==> src/rtl/fxu_pkg.sv <==
package fxu_pkg;

   localparam int unsigned INSN_W   = 32;
   localparam int unsigned WORD_W   = 32;
   localparam int unsigned RIDX_W   = 5;
   localparam int unsigned IMM_W    = 16;
   localparam int unsigned SP_IDX   = 1;
   localparam int unsigned ENV_IDX  = 31;

   localparam logic [5:0] OPC_ADDI = 6'd14;
   localparam logic [5:0] OPC_XO   = 6'd31;
   localparam logic [5:0] OPC_LDW  = 6'd32;
   localparam logic [5:0] OPC_STW  = 6'd36;
   localparam logic [5:0] OPC_STWU = 6'd37;
   localparam logic [9:0] XO_OR    = 10'd444;

   typedef enum logic [2:0] {
      K_NONE,
      K_ADDI,
      K_OR,
      K_LOAD,
      K_STORE,
      K_STORE_UPD,
      K_ILLEGAL
   } kind_e;

   typedef struct packed {
      kind_e              kind;
      logic [RIDX_W-1:0]  rt;
      logic [RIDX_W-1:0]  ra;
      logic [RIDX_W-1:0]  rb;
      logic [IMM_W-1:0]   imm;
   } dec_t;

endpackage

==> src/rtl/fxu_decode.sv <==
module fxu_decode
   import fxu_pkg::*;
(
   input  logic              valid,
   input  logic [INSN_W-1:0] word,
   output dec_t              dec
);

   logic [5:0] opc;
   logic [9:0] xop;
   logic       unused_rc;

   assign opc       = word[31:26];
   assign xop       = word[10:1];
   assign unused_rc = word[0];

   always_comb begin
      dec.rt  = word[25:21];
      dec.ra  = word[20:16];
      dec.rb  = word[15:11];
      dec.imm = word[15:0];
      if (!valid) begin
         dec.kind = K_NONE;
      end else begin
         unique case (opc)
            OPC_ADDI: dec.kind = K_ADDI;
            OPC_LDW:  dec.kind = K_LOAD;
            OPC_STW:  dec.kind = K_STORE;
            OPC_STWU: dec.kind = K_STORE_UPD;
            OPC_XO:   dec.kind = (xop == XO_OR) ? K_OR : K_ILLEGAL;
            default:  dec.kind = K_ILLEGAL;
         endcase
      end
   end

endmodule

==> src/rtl/fxu_regfile.sv <==
module fxu_regfile
   import fxu_pkg::*;
#(
   parameter int unsigned XLEN      = 64,
   parameter int unsigned IDX_W     = 5,
   parameter int unsigned N_RD      = 3,
   parameter bit          RESET_ALL = 1'b1
) (
   input  logic                           clk,
   input  logic                           rst_n,
   input  logic [N_RD-1:0][IDX_W-1:0]     raddr,
   output logic [N_RD-1:0][XLEN-1:0]      rdata,
   input  logic                           we,
   input  logic [IDX_W-1:0]               waddr,
   input  logic [XLEN-1:0]                wdata
);

   localparam int unsigned N_REGS = 1 << IDX_W;

   logic [N_REGS*XLEN-1:0] flat;

   for (genvar g = 0; g < N_REGS; g++) begin : g_reg
      logic [XLEN-1:0] q;
      logic            hit;
      assign hit = we && (waddr == IDX_W'(g));
      if (RESET_ALL || g == SP_IDX || g == ENV_IDX) begin : g_rst
         always_ff @(posedge clk or negedge rst_n) begin
            if (!rst_n) begin
               q <= '0;
            end else if (hit) begin
               q <= wdata;
            end
         end
      end else begin : g_nrst
         always_ff @(posedge clk) begin
            if (hit) begin
               q <= wdata;
            end
         end
      end
      assign flat[g*XLEN +: XLEN] = q;
   end

   for (genvar p = 0; p < N_RD; p++) begin : g_rd
      assign rdata[p] = flat[raddr[p]*XLEN +: XLEN];
   end

endmodule

==> src/rtl/fxu_agen.sv <==
module fxu_agen
   import fxu_pkg::*;
#(
   parameter int unsigned XLEN = 64
) (
   input  logic [RIDX_W-1:0] base_idx,
   input  logic [XLEN-1:0]   base_val,
   input  logic              base_forced,
   input  logic [IMM_W-1:0]  disp,
   output logic [XLEN-1:0]   ea
);

   logic [XLEN-1:0] base;
   logic [XLEN-1:0] disp_x;

   assign base   = (base_idx == '0 && !base_forced) ? '0 : base_val;
   assign disp_x = XLEN'($signed(disp));
   assign ea     = base + disp_x;

endmodule

==> src/rtl/fxu_core.sv <==
module fxu_core
   import fxu_pkg::*;
#(
   parameter int unsigned XLEN      = 64,
   parameter bit          RESET_ALL = 1'b1
) (
   input  logic              clk,
   input  logic              rst_n,
   input  logic              instr_valid,
   input  logic [31:0]       instr,
   output logic              illegal,
   output logic [XLEN-1:0]   mem_addr,
   output logic              mem_rd,
   output logic              mem_wr,
   output logic [31:0]       mem_wdata,
   input  logic [31:0]       mem_rdata,
   output logic              wb_en,
   output logic [4:0]        wb_idx,
   output logic [XLEN-1:0]   wb_data
);

   localparam int unsigned N_RD   = 3;
   localparam int unsigned PORT_A = 0;
   localparam int unsigned PORT_B = 1;
   localparam int unsigned PORT_S = 2;

   if (XLEN < WORD_W) begin : g_bad_xlen
      $error("fxu_core: XLEN must be at least the word width");
   end
   if (INSN_W != 32 || RIDX_W != 5) begin : g_bad_fmt
      $error("fxu_core: instruction format constants changed");
   end

   dec_t                         dec;
   logic [N_RD-1:0][RIDX_W-1:0]  rf_raddr;
   logic [N_RD-1:0][XLEN-1:0]    rf_rdata;
   logic [XLEN-1:0]              ea;

   fxu_decode i_decode (
      .valid (instr_valid),
      .word  (instr),
      .dec   (dec)
   );

   assign rf_raddr[PORT_A] = dec.ra;
   assign rf_raddr[PORT_B] = dec.rb;
   assign rf_raddr[PORT_S] = dec.rt;

   fxu_regfile #(
      .XLEN      (XLEN),
      .IDX_W     (RIDX_W),
      .N_RD      (N_RD),
      .RESET_ALL (RESET_ALL)
   ) i_regfile (
      .clk   (clk),
      .rst_n (rst_n),
      .raddr (rf_raddr),
      .rdata (rf_rdata),
      .we    (wb_en),
      .waddr (wb_idx),
      .wdata (wb_data)
   );

   fxu_agen #(
      .XLEN (XLEN)
   ) i_agen (
      .base_idx    (dec.ra),
      .base_val    (rf_rdata[PORT_A]),
      .base_forced (dec.kind == K_STORE_UPD),
      .disp        (dec.imm),
      .ea          (ea)
   );

   assign illegal   = (dec.kind == K_ILLEGAL);
   assign mem_rd    = (dec.kind == K_LOAD);
   assign mem_wr    = (dec.kind == K_STORE) || (dec.kind == K_STORE_UPD);
   assign mem_addr  = ea;
   assign mem_wdata = rf_rdata[PORT_S][WORD_W-1:0];

   always_comb begin
      wb_en   = 1'b0;
      wb_idx  = dec.rt;
      wb_data = ea;
      unique case (dec.kind)
         K_ADDI: begin
            wb_en = 1'b1;
         end
         K_OR: begin
            wb_en   = 1'b1;
            wb_idx  = dec.ra;
            wb_data = rf_rdata[PORT_S] | rf_rdata[PORT_B];
         end
         K_LOAD: begin
            wb_en   = 1'b1;
            wb_data = XLEN'(mem_rdata);
         end
         K_STORE_UPD: begin
            wb_en  = 1'b1;
            wb_idx = dec.ra;
         end
         default: begin
            wb_en = 1'b0;
         end
      endcase
   end

endmodule

==> config.mk <==
export PLATFORM = sky130hd
export DESIGN_NAME = fxu_core
export DESIGN_NICKNAME = d
export VERILOG_FILES = /design/src/rtl/fxu_pkg.sv /design/src/rtl/fxu_decode.sv /design/src/rtl/fxu_regfile.sv /design/src/rtl/fxu_agen.sv /design/src/rtl/fxu_core.sv
export SDC_FILE = /design/constraint.sdc
export NUM_CORES = 2
export LEC_CHECK = 0
export CELL_PAD_IN_SITES_DETAIL_PLACEMENT = 2
export CELL_PAD_IN_SITES_GLOBAL_PLACEMENT = 2
export CORE_ASPECT_RATIO = 1.4
export CORE_MARGIN = 3
export CORE_UTILIZATION = 47
export CTS_BUF_LIST = sky130_fd_sc_hd__clkbuf_8
export CTS_CLUSTER_SIZE = 24
export DETAILED_ROUTE_END_ITERATION = 8
export DONT_BUFFER_PORTS = 1
export GPL_ROUTABILITY_DRIVEN = 0
export PLACE_DENSITY_LB_ADDON = 0.1
export SKIP_CTS_REPAIR_TIMING = 1
export SLEW_MARGIN = 20
export SYNTH_ARGS = -nofsm -noshare
export SYNTH_HDL_FRONTEND = slang
export SYNTH_SLANG_ARGS = --single-unit
export TNS_END_PERCENT = 20
==> constraint.sdc <==
create_clock -name clk -period 8.9 [get_ports clk]
set_clock_uncertainty 0.1 [all_clocks]
set_input_delay 0.89 -clock clk [delete_from_list [all_inputs] [get_ports clk]]
set_output_delay 0.89 -clock clk [all_outputs]
set_load 0.05 [all_outputs]
==> flow_results.org <==
** STA
- The smallest clock period supported by the final layout is computed as 8.98 ns.
- Setup-failing EPs final :: 2
- Final Hold Vio Count :: 0
- Number of pins exceeding their max-slew limit in the final report :: 874
- In the finished design, the share of the clock period the worst path needs comes to 1.01.
- At the pin with the least slew margin, the transition time is 2.96 ns.
- Maximum clock frequency :: 111 MHz
- Setup repair after global routing left no endpoint under its margin.
- Across all setup checks in the final design, the least slack found is -0.0803 ns.
- The worst pin sits at a relative slew slack of -0.973.

** Detailed routing
- The routed design has 621000 um of wire.
- The first TritonRoute pass finished after 6 iterations.
- The count of nets left with antenna violations once routing finished came out at 0.
- Count of vias placed by the detailed router :: 105000
- Dividing the detail-routed via count by the number of cells gives 7.29.
- After the first detailed-routing iteration, the DRC count stood at 12800.
- Detailed-route wire length per cell :: 43.0 um
- Number of remaining DRC errors :: 0

** Global route
- Entering global routing, the biggest net connects 519 pins.
- GR Overflow Total :: 0
- The first global-routing pass estimated 888000 um of wire.
- Across every metal layer, demand over resource in global routing totals 0.443.
- The initial antenna violation count came to 43.
- Vias in the first global route :: 117000

** Run status
- The flow ran to the end, but the final reports show violations.
- The checks that failed: slew limit, setup timing.

** Worst setup path
- Startpoint type of the worst setup path :: primary input
- Worst setup path startpoint :: instr[16]
- The critical path in this run is classified as primary input to output pin.
- In this design, the largest share of critical-path delay is due to compound AO/OA/AOI/OAI gates.
- At the worst endpoint, the arrival time is 7.99 ns.
- The slowest stage of the critical path belongs to the cell mux4_2.
- Buf/Inv on CP :: 3
- The worst register-to-register path begins at i_regfile.g_reg[31].q[0].
- Endpoint class of the critical path :: output pin
- Delay contributed by the slowest stage of the critical path :: 0.88 ns
- For the worst setup path, the data required time is 7.91 ns.
- List of cells traversed by the critical path :: mux4_2 > mux4_2 > mux2i_1 > buf_4 > nor2_1 > ha_1 > fa_1 > a21oi_1 > o22ai_1 > o21ai_0 > nand3_1 > o31ai_2 > o21ai_0 > a21oi_1 > xnor2_2 > a22oi_2 > inv_1 > buf_12
- Worst-path fanout max :: 517

** Synth
- After synthesis the netlist holds a flip-flop and latch count of 2048.
- EDFF count, synth :: 0
- Post-Synthesis Net Count :: 11000
- Share of synthesized registers carrying an async set or reset :: 1.00
- Summing every instance area after synthesis gives 0.129 mm^2.
- After synthesis, the netlist uses 87 different library cells.
- For this run, the number of Yosys warnings is 0.
- Top_reg_cell synth :: dfrtp_1
- After synthesis, the mean cell area works out to 11.9 um^2.
- After technology mapping, the gate count stands at 10900.
- The share of the Yosys chip area taken by registers is 0.396.

** Final layout
- Layout Nets :: 10600
- Fraction of layout instances using a drive strength above 1 :: 0.312
- Fill cells in the final layout number 26200.
- Top library cells by usage in the layout, fill and taps aside :: nand2_1, dfrtp_1, mux4_2
- Finished Cell Area :: 0.141 mm^2
- After the flow finishes, the layout carries non-filler instances totaling 14400.
- The register with the most flip-flops in the final layout is i_regfile.g.q.
- P&R area growth vs syn :: 8.94%
- The largest registers in the layout are i_regfile.g.q: 2048 flops.
- The library cell used most frequently in the layout, excluding fill and tap cells, is nand2_1.
- Max FFs per register :: 2048

** Floorplanning
- Die Area :: 0.282 mm^2
- For this configuration, the core starts out at a cell density of 0.473.
- IO Count :: 236
- Std-Cell Rows :: 227
- From left edge to right edge, the die measures 449 um.
- Chip height :: 627 um
- Standard cell core area :: 0.274 mm^2

** Hold path
- Hold_sp :: instr[13]
- Worst hold path class :: primary input to flop

** Placed design
- The placed instances occupy a cell area of 0.133 mm^2.
- The number of placed instances, taps included, is 13800.
- The wire-length estimate of the detail-placed layout is 345000 um.
- The count of buffers added on input and output ports is 0.

** CTS
- In this run the clock root is driven by a clkbuf_8.
- Largest buffer count on any clock path :: 4
- H-tree depth reported by CTS :: 5
- Clock tree synthesis inserted a total of 356 buffers.
- Clock tree from TritonCTS :: done
- Clock-pin slew was measured on the worst setup and hold paths at 0.07 ns.
- Clock insertion delay at the later pin of the skew report :: 1.14 ns
- Clock tree synthesis found a total of 2048 sinks.

** Power
- Leakage dissipation :: 62.7 nW
- Power Density :: 163 mW/mm^2
- Worst-case vdd ir drop :: 0.127 mV

** Run
- Max-cap violations :: 0
kinds of logic after synthesis:
| kind of cell | count (synthesis) | share of synthesized area |
|---|---|---|
| multiplexers | 2473 | 0.381 |
| AO/OA/AOI/OAI | 1374 | 0.0584 |
| flip-flops | 2048 | 0.396 |
| AND/OR/NAND/NOR | 3719 | 0.112 |
| XOR/XNOR | 63 | 0.00426 |
| buffers and inverters | 1171 | 0.0423 |
| adder cells (fa/ha/maj) | 64 | 0.00625 |
stage by stage:
stage | total power, mW | setup slack (ns) | TNS (ns) | hold slack [ns] | util
2_1_floorplan | 12.5 | 0.664 | 0 | 0.374 | -
3_3_place_gp | 13.2 | 0.264 | 0 | 0.388 | 0.487
3_5_place_dp | 13.4 | 0.0864 | 0 | 0.409 | 0.487
4_1_cts | 22.8 | -0.243 | -0.243 | -0.322 | 0.514
5_1_grt | 23.6 | 0.00577 | 0 | 0.397 | 0.515
6_report | 22.9 | -0.0803 | -0.0883 | 0.366 | 0.515
cell type report:
class,count,area [um^2],share of cell area
multi-input cells,7694,74200,0.526
clock inverters,165,1080,0.00766
flip-flops and latches,2048,51200,0.364
repair buffers,307,3220,0.0228
inverters,62,238,0.00169
clock buffers,463,6370,0.0452
diodes,37,92.6,0.000657
well taps,3664,4580,0.0325
power breakdown:
group | internal [mW] | switching, mW | leakage, nW
Clock | 5.00 | 4.48 | 4.22
Sequential | 9.65 | 0.381 | 28.4
Combinational | 1.38 | 2.05 | 30.0
Total | 16.0 | 6.91 | 62.7
worst paths after layout:
path                                              to  slack, ns  depth (start not counted)
min in group asynchronous    i_regfile.g_reg[6].q[0]       0.40                          2
min reg2reg                i_regfile.g_reg[10].q[26]       0.43                          2
min                        i_regfile.g_reg[13].q[46]       0.37                          5
max in group asynchronous  i_regfile.g_reg[10].q[14]       5.93                          4
max reg2reg                 i_regfile.g_reg[4].q[36]       1.83                         18
max                                      wb_data[36]      -0.08                         18
cells in the mapped netlist, drive strengths merged, types with 11 or more instances:
master | count | area, um^2
a2111oi | 21 | 184
o211ai | 13 | 97.6
nand2 | 2816 | 10600
nand3 | 28 | 140
buf | 609 | 3360
xor2 | 24 | 210
mux2i | 180 | 1800
mux2 | 376 | 4340
a21oi | 589 | 2970
nand2b | 11 | 68.8
mux4 | 1917 | 43200
inv | 62 | 233
nor3 | 30 | 190
and2 | 40 | 250
xnor2 | 39 | 342
dfrtp | 2048 | 51200
nand4 | 25 | 156
o31ai | 24 | 180
clkbuf | 500 | 1880
a211oi | 17 | 138
o21ai | 576 | 2880
nor2 | 718 | 2710
nor2b | 12 | 82.6
o21bai | 13 | 97.6
a21o | 40 | 300
ha | 63 | 788
worst register-to-register path: cells and delay by family (launching register included):
family,cells,cell delay [ns]
AO/OA/AOI/OAI,8,2.86
multiplexers,3,1.45
adder cells (fa/ha/maj),2,0.78
buffers and inverters,2,0.69
AND/OR/NAND/NOR,2,0.43
flip-flops,1,0.42
XOR/XNOR,1,0.21
routing by layer:
layer	part of all wire	global-route usage	vias to the layer above
met1	0.34	0.518	56900
met5	0.00049	0	-
met3	0.11	0.127	2181
li1	-	-	39400
met4	0.091	0.366	38
met2	0.47	0.681	6723
Power figures use the tool's default switching activity.
